### config.mk
export PLATFORM = sky130hd
export DESIGN_NAME = ssp_master
export DESIGN_NICKNAME = d
export VERILOG_FILES = /design/src/rtl/ssp_master.sv
export SDC_FILE = /design/constraint.sdc
export NUM_CORES = 1
export LEC_CHECK = 0
export BUFFER_PORTS_ARGS = -buffer_cell sky130_fd_sc_hd__buf_4
export CORE_MARGIN = 2
export CORE_UTILIZATION = 55
export DETAILED_ROUTE_END_ITERATION = 7
export PLACE_DENSITY = 0.79
export SYNTH_ARGS = -nofsm -noshare
export SYNTH_HDL_FRONTEND = slang
export SYNTH_SLANG_ARGS = --single-unit
### constraint.sdc
create_clock -name clk -period 9.19 [get_ports clk]
set_input_delay 0.4595 -clock clk [delete_from_list [all_inputs] [get_ports clk]]
set_output_delay 0.4595 -clock clk [all_outputs]
set_load 0.01 [all_outputs]
### src/rtl/ssp_master.sv
module ssp_master #(
  parameter int DEPTH = 8,
  parameter int W     = 16,
  parameter int DIVW  = 8
) (
  input  logic                 clk,
  input  logic                 rst_n,
  input  logic [1:0]           cfg_format,
  input  logic                 cfg_cpol,
  input  logic                 cfg_cpha,
  input  logic [$clog2(W)-1:0] cfg_len_m1,
  input  logic [DIVW-1:0]      cfg_div,
  input  logic                 tx_wr,
  input  logic [W-1:0]         tx_data,
  input  logic                 rx_rd,
  output logic [W-1:0]         rx_data,
  input  logic                 ovr_clr,
  output logic                 tx_not_full,
  output logic                 tx_empty,
  output logic                 rx_not_empty,
  output logic                 rx_full,
  output logic                 busy,
  output logic                 overrun,
  output logic                 sck,
  output logic                 sel,
  output logic                 mosi,
  input  logic                 miso
);
  localparam int AW = $clog2(DEPTH);
  localparam int CW = $clog2(DEPTH + 1);
  localparam int LW = $clog2(W);
  localparam int HW = $clog2(2 * (W + 9) + 2);

  function automatic logic [AW-1:0] nxt(input logic [AW-1:0] p);
    return (p == AW'(DEPTH - 1)) ? '0 : p + 1'b1;
  endfunction

  logic [W-1:0] txm [DEPTH];
  logic [W-1:0] rxm [DEPTH];
  logic [AW-1:0] twp, trp, rwp, rrp;
  logic [CW-1:0] tcnt, rcnt;

  logic          active, gap;
  logic [HW-1:0] h;
  logic [DIVW-1:0] dcnt;
  logic [W-1:0]  sr, rsr;

  wire is_ssi = (cfg_format == 2'd1);
  wire is_mw  = (cfg_format == 2'd2);
  wire is_spi = !is_ssi && !is_mw;

  wire [LW-1:0] len_m1 = (cfg_len_m1 < LW'(3)) ? LW'(3) : cfg_len_m1;
  wire [HW-1:0] nbits  = HW'(len_m1) + HW'(1);
  wire [HW-1:0] ncyc   = is_spi ? nbits : is_ssi ? nbits + HW'(1) : nbits + HW'(9);
  wire [HW-1:0] last_h = ncyc << 1;
  wire [HW-1:0] e      = h + HW'(1);
  wire          odd    = e[0];
  wire          tick   = (dcnt == cfg_div);
  wire          idle_lvl = is_spi && cfg_cpol;
  wire [W-1:0]  mask   = ~({W{1'b1}} << nbits);

  wire sample_ev = is_spi ? (cfg_cpha ? !odd : odd)
                 : is_ssi ? (!odd && e >= HW'(4))
                 : (odd && e >= HW'(19));
  wire shift_ev  = is_spi ? (cfg_cpha ? (odd && e > HW'(1)) : !odd)
                 : is_ssi ? (odd && e >= HW'(5))
                 : (!odd && e <= HW'(16));

  wire tx_push = tx_wr && tx_not_full;
  wire tx_pop  = !active && !gap && !tx_empty;
  wire fin     = active && tick && (h == last_h);
  wire rx_push = fin && !rx_full;
  wire rx_pop  = rx_rd && rx_not_empty;

  assign tx_not_full  = tcnt < CW'(DEPTH);
  assign tx_empty     = tcnt == '0;
  assign rx_not_empty = rcnt != '0;
  assign rx_full      = rcnt == CW'(DEPTH);
  assign rx_data      = rxm[rrp];
  assign busy         = active || gap;

  assign sck  = (active && h < last_h) ? (idle_lvl ^ h[0]) : idle_lvl;
  assign sel  = is_spi ? !active : is_ssi ? (active && h < HW'(2)) : active;
  assign mosi = active && (is_mw ? (h < HW'(16) && sr[7]) : sr[len_m1]);

  always_ff @(posedge clk) begin
    if (!rst_n) begin
      twp <= '0; trp <= '0; tcnt <= '0;
    end else begin
      if (tx_push) begin
        txm[twp] <= tx_data;
        twp <= nxt(twp);
      end
      if (tx_pop) trp <= nxt(trp);
      tcnt <= tcnt + CW'(tx_push) - CW'(tx_pop);
    end
  end

  always_ff @(posedge clk) begin
    if (!rst_n) begin
      rwp <= '0; rrp <= '0; rcnt <= '0; overrun <= 1'b0;
    end else begin
      if (rx_push) begin
        rxm[rwp] <= rsr & mask;
        rwp <= nxt(rwp);
      end
      if (rx_pop) rrp <= nxt(rrp);
      rcnt <= rcnt + CW'(rx_push) - CW'(rx_pop);
      if (fin && rx_full) overrun <= 1'b1;
      else if (ovr_clr)   overrun <= 1'b0;
    end
  end

  always_ff @(posedge clk) begin
    if (!rst_n) begin
      active <= 1'b0; gap <= 1'b0; h <= '0; dcnt <= '0; sr <= '0; rsr <= '0;
    end else if (!active && !gap) begin
      dcnt <= '0;
      if (!tx_empty) begin
        active <= 1'b1;
        h      <= '0;
        sr     <= txm[trp];
        rsr    <= '0;
      end
    end else if (!tick) begin
      dcnt <= dcnt + 1'b1;
    end else begin
      dcnt <= '0;
      if (gap) gap <= 1'b0;
      else if (h == last_h) begin
        active <= 1'b0;
        gap    <= 1'b1;
      end else begin
        h <= e;
        if (sample_ev) rsr <= {rsr[W-2:0], miso};
        if (shift_ev)  sr  <= sr << 1;
      end
    end
  end

  AST_TX_BOUND: assert property (@(posedge clk) disable iff (!rst_n) tcnt <= CW'(DEPTH));
  AST_RX_BOUND: assert property (@(posedge clk) disable iff (!rst_n) rcnt <= CW'(DEPTH));
  AST_SCK_ONLY_SELECTED: assert property (@(posedge clk) disable iff (!rst_n)
    (is_spi && sck != cfg_cpol) |-> !sel);
  AST_SCK_QUIET: assert property (@(posedge clk) disable iff (!rst_n)
    (!busy && $past(!busy) && $stable(cfg_cpol) && $stable(cfg_format)) |-> $stable(sck));
  AST_OVR_STICKY: assert property (@(posedge clk) disable iff (!rst_n)
    (overrun && !ovr_clr) |=> overrun);
  AST_DROP_FLAGS: assert property (@(posedge clk) disable iff (!rst_n)
    (fin && rx_full) |=> overrun);
endmodule

==> results of run 1 <==
## final timing paths
path                            depth (start not counted)    endpoint  slack [ns]           from
worst min-delay path                                    2      rsr[0]        0.12           miso
worst max-delay path                                   17  rxm[6][15]        4.82  cfg_len_m1[2]
worst max register to register                          8  rxm[6][15]        5.70           h[1]
worst min register to register                          2     overrun        0.48        overrun
## kinds of logic (layout without fill, tap and decap cells)
kind of cell / count (synthesis) / count (layout) / share of synthesized area (%)
AO/OA/AOI/OAI: 138 / 138 / 7.64
multiplexers: 104 / 104 / 13.4
AND/OR/NAND/NOR: 171 / 171 / 6.33
flip-flops: 331 / 331 / 65.0
XOR/XNOR: 27 / 27 / 1.67
buffers and inverters: 75 / 166 / 2.47
adder cells (fa/ha/maj): 39 / 39 / 3.56
## routing by layer
metal / wire [um] / GRT usage, %
met1: 11100 / 26.9
met2: 14100 / 36.4
met3: 1150 / 2.90
met4: 486 / 4.67
met5: 0 / 0
## cell usage in the layout (no fill, tap or decap), drive strengths merged, types with 18 or more instances in the layout
cell and count:
mux2 18, mux2i 20, ha 37, edfxtp 256, buf 82, nor2 49, clkbuf 39, mux4 66
a21oi 42, xor2 23, nand2 41, inv 28, dfxtp 75, o21ai 21
## layout make-up
class	instances	area (um2)	share of cell area, %
multi-input cells	479	4630	28.9
repair buffers	82	616	3.85
clock inverters	17	239	1.49
flip-flops and latches	331	9190	57.5
well taps	330	413	2.58
clock buffers	39	806	5.04
inverters	28	105	0.657
## through the flow
stage / power (mW) / std cells / utilization, % / hold WS (ns) / cell area [um2]
global placement: 2.67 / 1250 / 59.4 / 0.458 / 15000
finish: 3.96 / 1306 / 63.5 / 0.119 / 16000
global route: 4.14 / 1306 / 63.5 / 0.104 / 16000
CTS: 4.00 / 1306 / 63.5 / 0.103 / 16000
detailed placement: 2.69 / 1250 / 59.4 / 0.467 / 15000
floorplan: 2.46 / 885 / - / 0.449 / 14100
## state kept, by name (all words and copies together), names as in the netlist, 3 cells and up, named ones only
name and cells:
rwp 3, rxm 128, rcnt 4, trp 3
tcnt 4, h 6, rsr 16, twp 3
dcnt 8, sr 16, txm 128, rrp 3
## worst max-delay path, cell delays in order
cell and delay (ns):
buf_4 0.13, nor2_1 0.06, or2_2 0.30, ha_1 0.21
ha_1 0.45, nand3_1 0.13, xor2_1 0.16, nor2_1 0.10
a21oi_1 0.06, ha_1 0.32, nand4_1 0.12, nor3b_1 0.37
nand2_1 0.16, or3_1 0.39, or3_4 0.37, nor2_1 0.50
buf_4 0.32
## power by group
part	switching (mW)	leakage (nW)	internal, mW
registers	0.0733	2.83	1.68
clock network	0.520	0.508	0.787
logic	0.467	1.97	0.434
total	1.06	5.31	2.90
==> impl_metrics.json, run 1 <==
{
  "status": "completed",
  "drv_slew": 0,
  "hold_viol_final": 0,
  "synth_seq_area_share_pct": 65.0,
  "ys_top_cells_by_area": "edfxtp_1 54%, dfxtp_1 11%, mux4_2 11%",
  "via_per_inst": 5.87,
  "rsz0062_at_grt": "false",
  "synth_common_cells": "256 x edfxtp_1, 75 x dfxtp_1, 66 x mux4_2, 48 x nor2_1, 41 x nand2_1",
  "synthArstFlopShare_pct": 0,
  "relSlewSlack_pct": 27.2,
  "cts_buffers": 31,
  "clock_latency_ns": 0.55,
  "max-vdd-ir-drop_uv": 182,
  "layout-drive-gt1-share_pct": 25.9,
  "die_h_um": 164,
  "final-setup-viol-count": 0,
  "clockBufferDepth": 3,
  "grt_max_degree": 36,
  "cp.arrival_ns": 4.61,
  "synth.distinct_cells": 79,
  "drtPass1Iterations": 5,
  "yosysWarnings": 0,
  "grt-ovfl-total": 0,
  "num_io_pins": 63,
  "leakage_nw": 5.31,
  "max_freq_mhz": 229,
  "synth_fp_nets": 962,
  "synth.most_common_cell": "edfxtp_1",
  "htree_levels": 1,
  "tns_ns": 0,
  "synth_top_flop_cell": "edfxtp_1",
  "rows": 58,
  "initial_core_util_pct": 56.2,
  "clockRootBuffer": "clkbuf_16",
  "portBuffers": 62,
  "synth_cells": 885,
  "core_area_um2": 25200,
  "cts_resized": 0,
  "path_class": "primary input to flop",
  "final_nets": 1030,
  "hold_class": "primary input to flop",
  "cp-start-kind": "primary input",
  "cap_violations": 0,
  "antenna-diode-count": 0,
  "period_share_pct": 47.6,
  "routabilityCongestion": 0.846,
  "worst_pin_slew_ns": 1.08,
  "syn-cell-area_um2": 14100,
  "path_clk_slew_ns": 0.06,
  "drt_iter0_markers": 592,
  "grt_first_pass_wirelength_um": 42500,
  "nFillCells": 1786,
  "die_x_um": 164,
  "dp_hpwl_um": 17300,
  "antenna_found_initial": 0,
  "wl_per_cell_um": 20.5,
  "synth_top_cell_area_share_pct": 54.4,
  "drtAntennaViolNets": 0,
  "routed_wl_um": 26800,
  "cp-end-kind": "flop",
  "pre_cts_slack_ns": 4.22,
  "ys_seq_elements": 331,
  "syn2layout_area_growth_pct": 13.1,
  "via_count": 7672,
  "worst_ep_required_time_ns": 9.43,
  "grt_usage_pct": 20.5,
  "setup_slack_ns": 4.82,
  "fin_crit_ns": 4.37,
  "drc": 0,
  "synth_top_area_cell": "edfxtp_1",
  "synth_edf_count": 256,
  "post-cts-setup-buffers": 0,
  "critPathMaxFanout": 10,
  "die_area_um2": 27000,
  "grt_pass1_vias": 7742,
  "cts_sinks": 331,
  "avgSynthCellArea_um2": 16.0,
  "power_density_nw_per_um2": 247,
  "skew_ns": 0.0180,
  "cts_tree": "done",
  "hold_buffers": 0
}
(Power assumes the default switching activity.)
==> inputs of run 2 (changes only) <==
Settings changed: PLACE_DENSITY 0.79 to 0.82.
Clock period 9.19 ns to 3.91 ns, I/O delays scaled along.
==> run 2 against run 1 <==
Critical path depth rose by 4. Routed wire length grew 5.3%. Critical path type unchanged. Final cell count is 2.7% higher. Clock skew is 0.0041 ns higher. Cell area increased by 2.9%. Core utilization rose by 1.9 points. Largest cell class unchanged. Die area did not move. Worst hold slack improved by 0.011 ns.
==> impl_metrics.json, run 2 (synthesized netlist as in run 1, its figures left out) <==
{
  "htree_levels": 2,
  "hold_class": "primary input to flop",
  "dp_hpwl_um": 17800,
  "tns_ns": 0,
  "pwr-share-clk_pct": 33.7,
  "max_freq_mhz": 296,
  "final_util_pct": 65.4,
  "via_per_inst": 5.94,
  "cap_violations": 0,
  "cts_resized": 0,
  "power_frac_seq_pct": 44.1,
  "cp.arrival_ns": 3.73,
  "drtPass1Iterations": 7,
  "hold_viol_final": 0,
  "initial_core_util_pct": 56.2,
  "status": "completed",
  "p_sw_share_pct": 27.3,
  "reg2reg_from": "h[1]",
  "clockBufferDepth": 3,
  "path_clk_slew_ns": 0.06,
  "fin_crit_ns": 3.38,
  "grt_usage_pct": 21.7,
  "internal-power_mw": 6.91,
  "antenna_found_initial": 0,
  "grt_first_pass_wirelength_um": 44500,
  "antenna-diode-count": 0,
  "clock_latency_ns": 0.50,
  "cts_buffers": 34,
  "die_area_um2": 27000,
  "path_class": "primary input to flop",
  "num_io_pins": 63,
  "routabilityCongestion": 0.845,
  "cp-startpoint": "cfg_len_m1[3]",
  "wl_per_cell_um": 21.1,
  "via_count": 7964,
  "nFillCells": 1698,
  "clockRootBuffer": "clkbuf_16",
  "combinationalPowerShare_pct": 22.1,
  "cts_tree": "done",
  "drtAntennaViolNets": 0,
  "drv_slew": 0,
  "die_h_um": 164,
  "core_area_um2": 25200,
  "layout-drive-gt1-share_pct": 27.7,
  "final_common_cell": "edfxtp_1",
  "skew_ns": 0.0222,
  "cts_sinks": 331,
  "portBuffers": 62,
  "max-vdd-ir-drop_uv": 418,
  "cp-start-kind": "primary input",
  "grt-ovfl-total": 0,
  "rsz0062_at_grt": "false",
  "die_x_um": 164,
  "drc": 0,
  "drt_iter0_markers": 808,
  "period_share_pct": 86.3,
  "mostFrequentLayoutCells": "256 x edfxtp_1, 93 x buf_4, 71 x dfxtp_1, 66 x mux4_2, 45 x nor2_1",
  "relSlewSlack_pct": 25.0,
  "leakage_nw": 5.50,
  "grt_max_degree": 36,
  "syn2layout_area_growth_pct": 16.4,
  "reg_top3": "rxm: 128 flops, txm: 128 flops",
  "grt_pass1_vias": 8207,
  "power_density_nw_per_um2": 577,
  "final_nets": 1066,
  "critPathMaxFanout": 5,
  "routed_wl_um": 28200,
  "min_from": "tx_wr",
  "final-setup-viol-count": 0,
  "worst_pin_slew_ns": 1.11,
  "power_switching_mw": 2.59,
  "cp-end-kind": "flop",
  "worst_ep_required_time_ns": 4.26,
  "rows": 58
}
run 2: changes by cell type in the layout (fill, tap and decap cells not counted), sizes merged:
cell and delta:
dlygate4sd3 +19, clkinv -1, inv +2, clkbuf +6, bufinv -3, buf +14, clkinvlp -2
run 2: power by group through the flow:
stage                     Sequential [mW]  Clock [mW]  Combinational [mW]
after floorplan                      4.09           0                1.71
after global placement               4.26           0                2.03
after detailed placement             4.27           0                2.08
after CTS                            4.20        3.23                2.12
after global routing                 4.23        3.37                2.33
final                                4.19        3.20                2.10
run 2: area by class of cell:
cell class                 instances  area, um2  area share [%]
clock buffer                      45        953            5.79
clock inverter                    13        151           0.919
inverter                          28        105           0.638
multi-input combinational        479       4700            28.5
sequential                       331       9190            55.8
tap                              330        413            2.51
timing repair buffer             115        948            5.76
run 2: worst max-delay path: stages:
cell and delay (ns):
buf_4 0.11, nor2_1 0.06, or2_4 0.25, ha_4 0.17, ha_4 0.29, nand3_2 0.07
xor2_1 0.14, nor2_1 0.08, a21oi_1 0.05, ha_1 0.32, nand4_1 0.17, nor3b_2 0.24
nand2_1 0.10, or3_4 0.36, ha_1 0.30, inv_1 0.06, ha_1 0.15, inv_1 0.05
fa_1 0.37, xor2_1 0.14, nor2_1 0.05
run 2: metal layers:
layer / GRT usage [%] / up-vias / wire length (um) / share of wire (%)
li1: - / 3650 / - / -
met1: 27.9 / 4010 / 11200 / 40
met2: 37.8 / 243 / 14800 / 52
met3: 3.46 / 61 / 1480 / 5.2
met4: 7.06 / 0 / 775 / 2.7
met5: 0 / - / 0 / 0
run 2: worst paths after layout:
path | end | slack [ns] | depth (start not counted)
worst max register to register | sr[15] | 0.66 | 7
worst max-delay path | rcnt[2] | 0.53 | 21
worst min register to register | overrun | 0.47 | 2
worst min-delay path | twp[2] | 0.13 | 4
run 2: what timing repair did:
| item | in CTS | in global routing |
|---|---|---|
| endpoints found under the hold margin | 132 | 0 |
| hold buffers | 19 | 0 |
| endpoints found under the setup margin | 0 | 0 |
| buffers inserted | 0 | 0 |
run 2: metrics by stage:
stage | total power, mW | cell area, um2 | hold WS [ns] | worst slack [ns] | cells
floorplan | 5.79 | 14300 | 0.294 | 0.0124 | 885
global placement | 6.29 | 15200 | 0.424 | 0.115 | 1264
detailed placement | 6.35 | 15200 | 0.428 | 0.0139 | 1264
CTS | 9.55 | 16500 | 0.124 | 0.521 | 1341
global route | 9.92 | 16500 | 0.145 | 0.278 | 1341
finish | 9.50 | 16500 | 0.130 | 0.534 | 1341
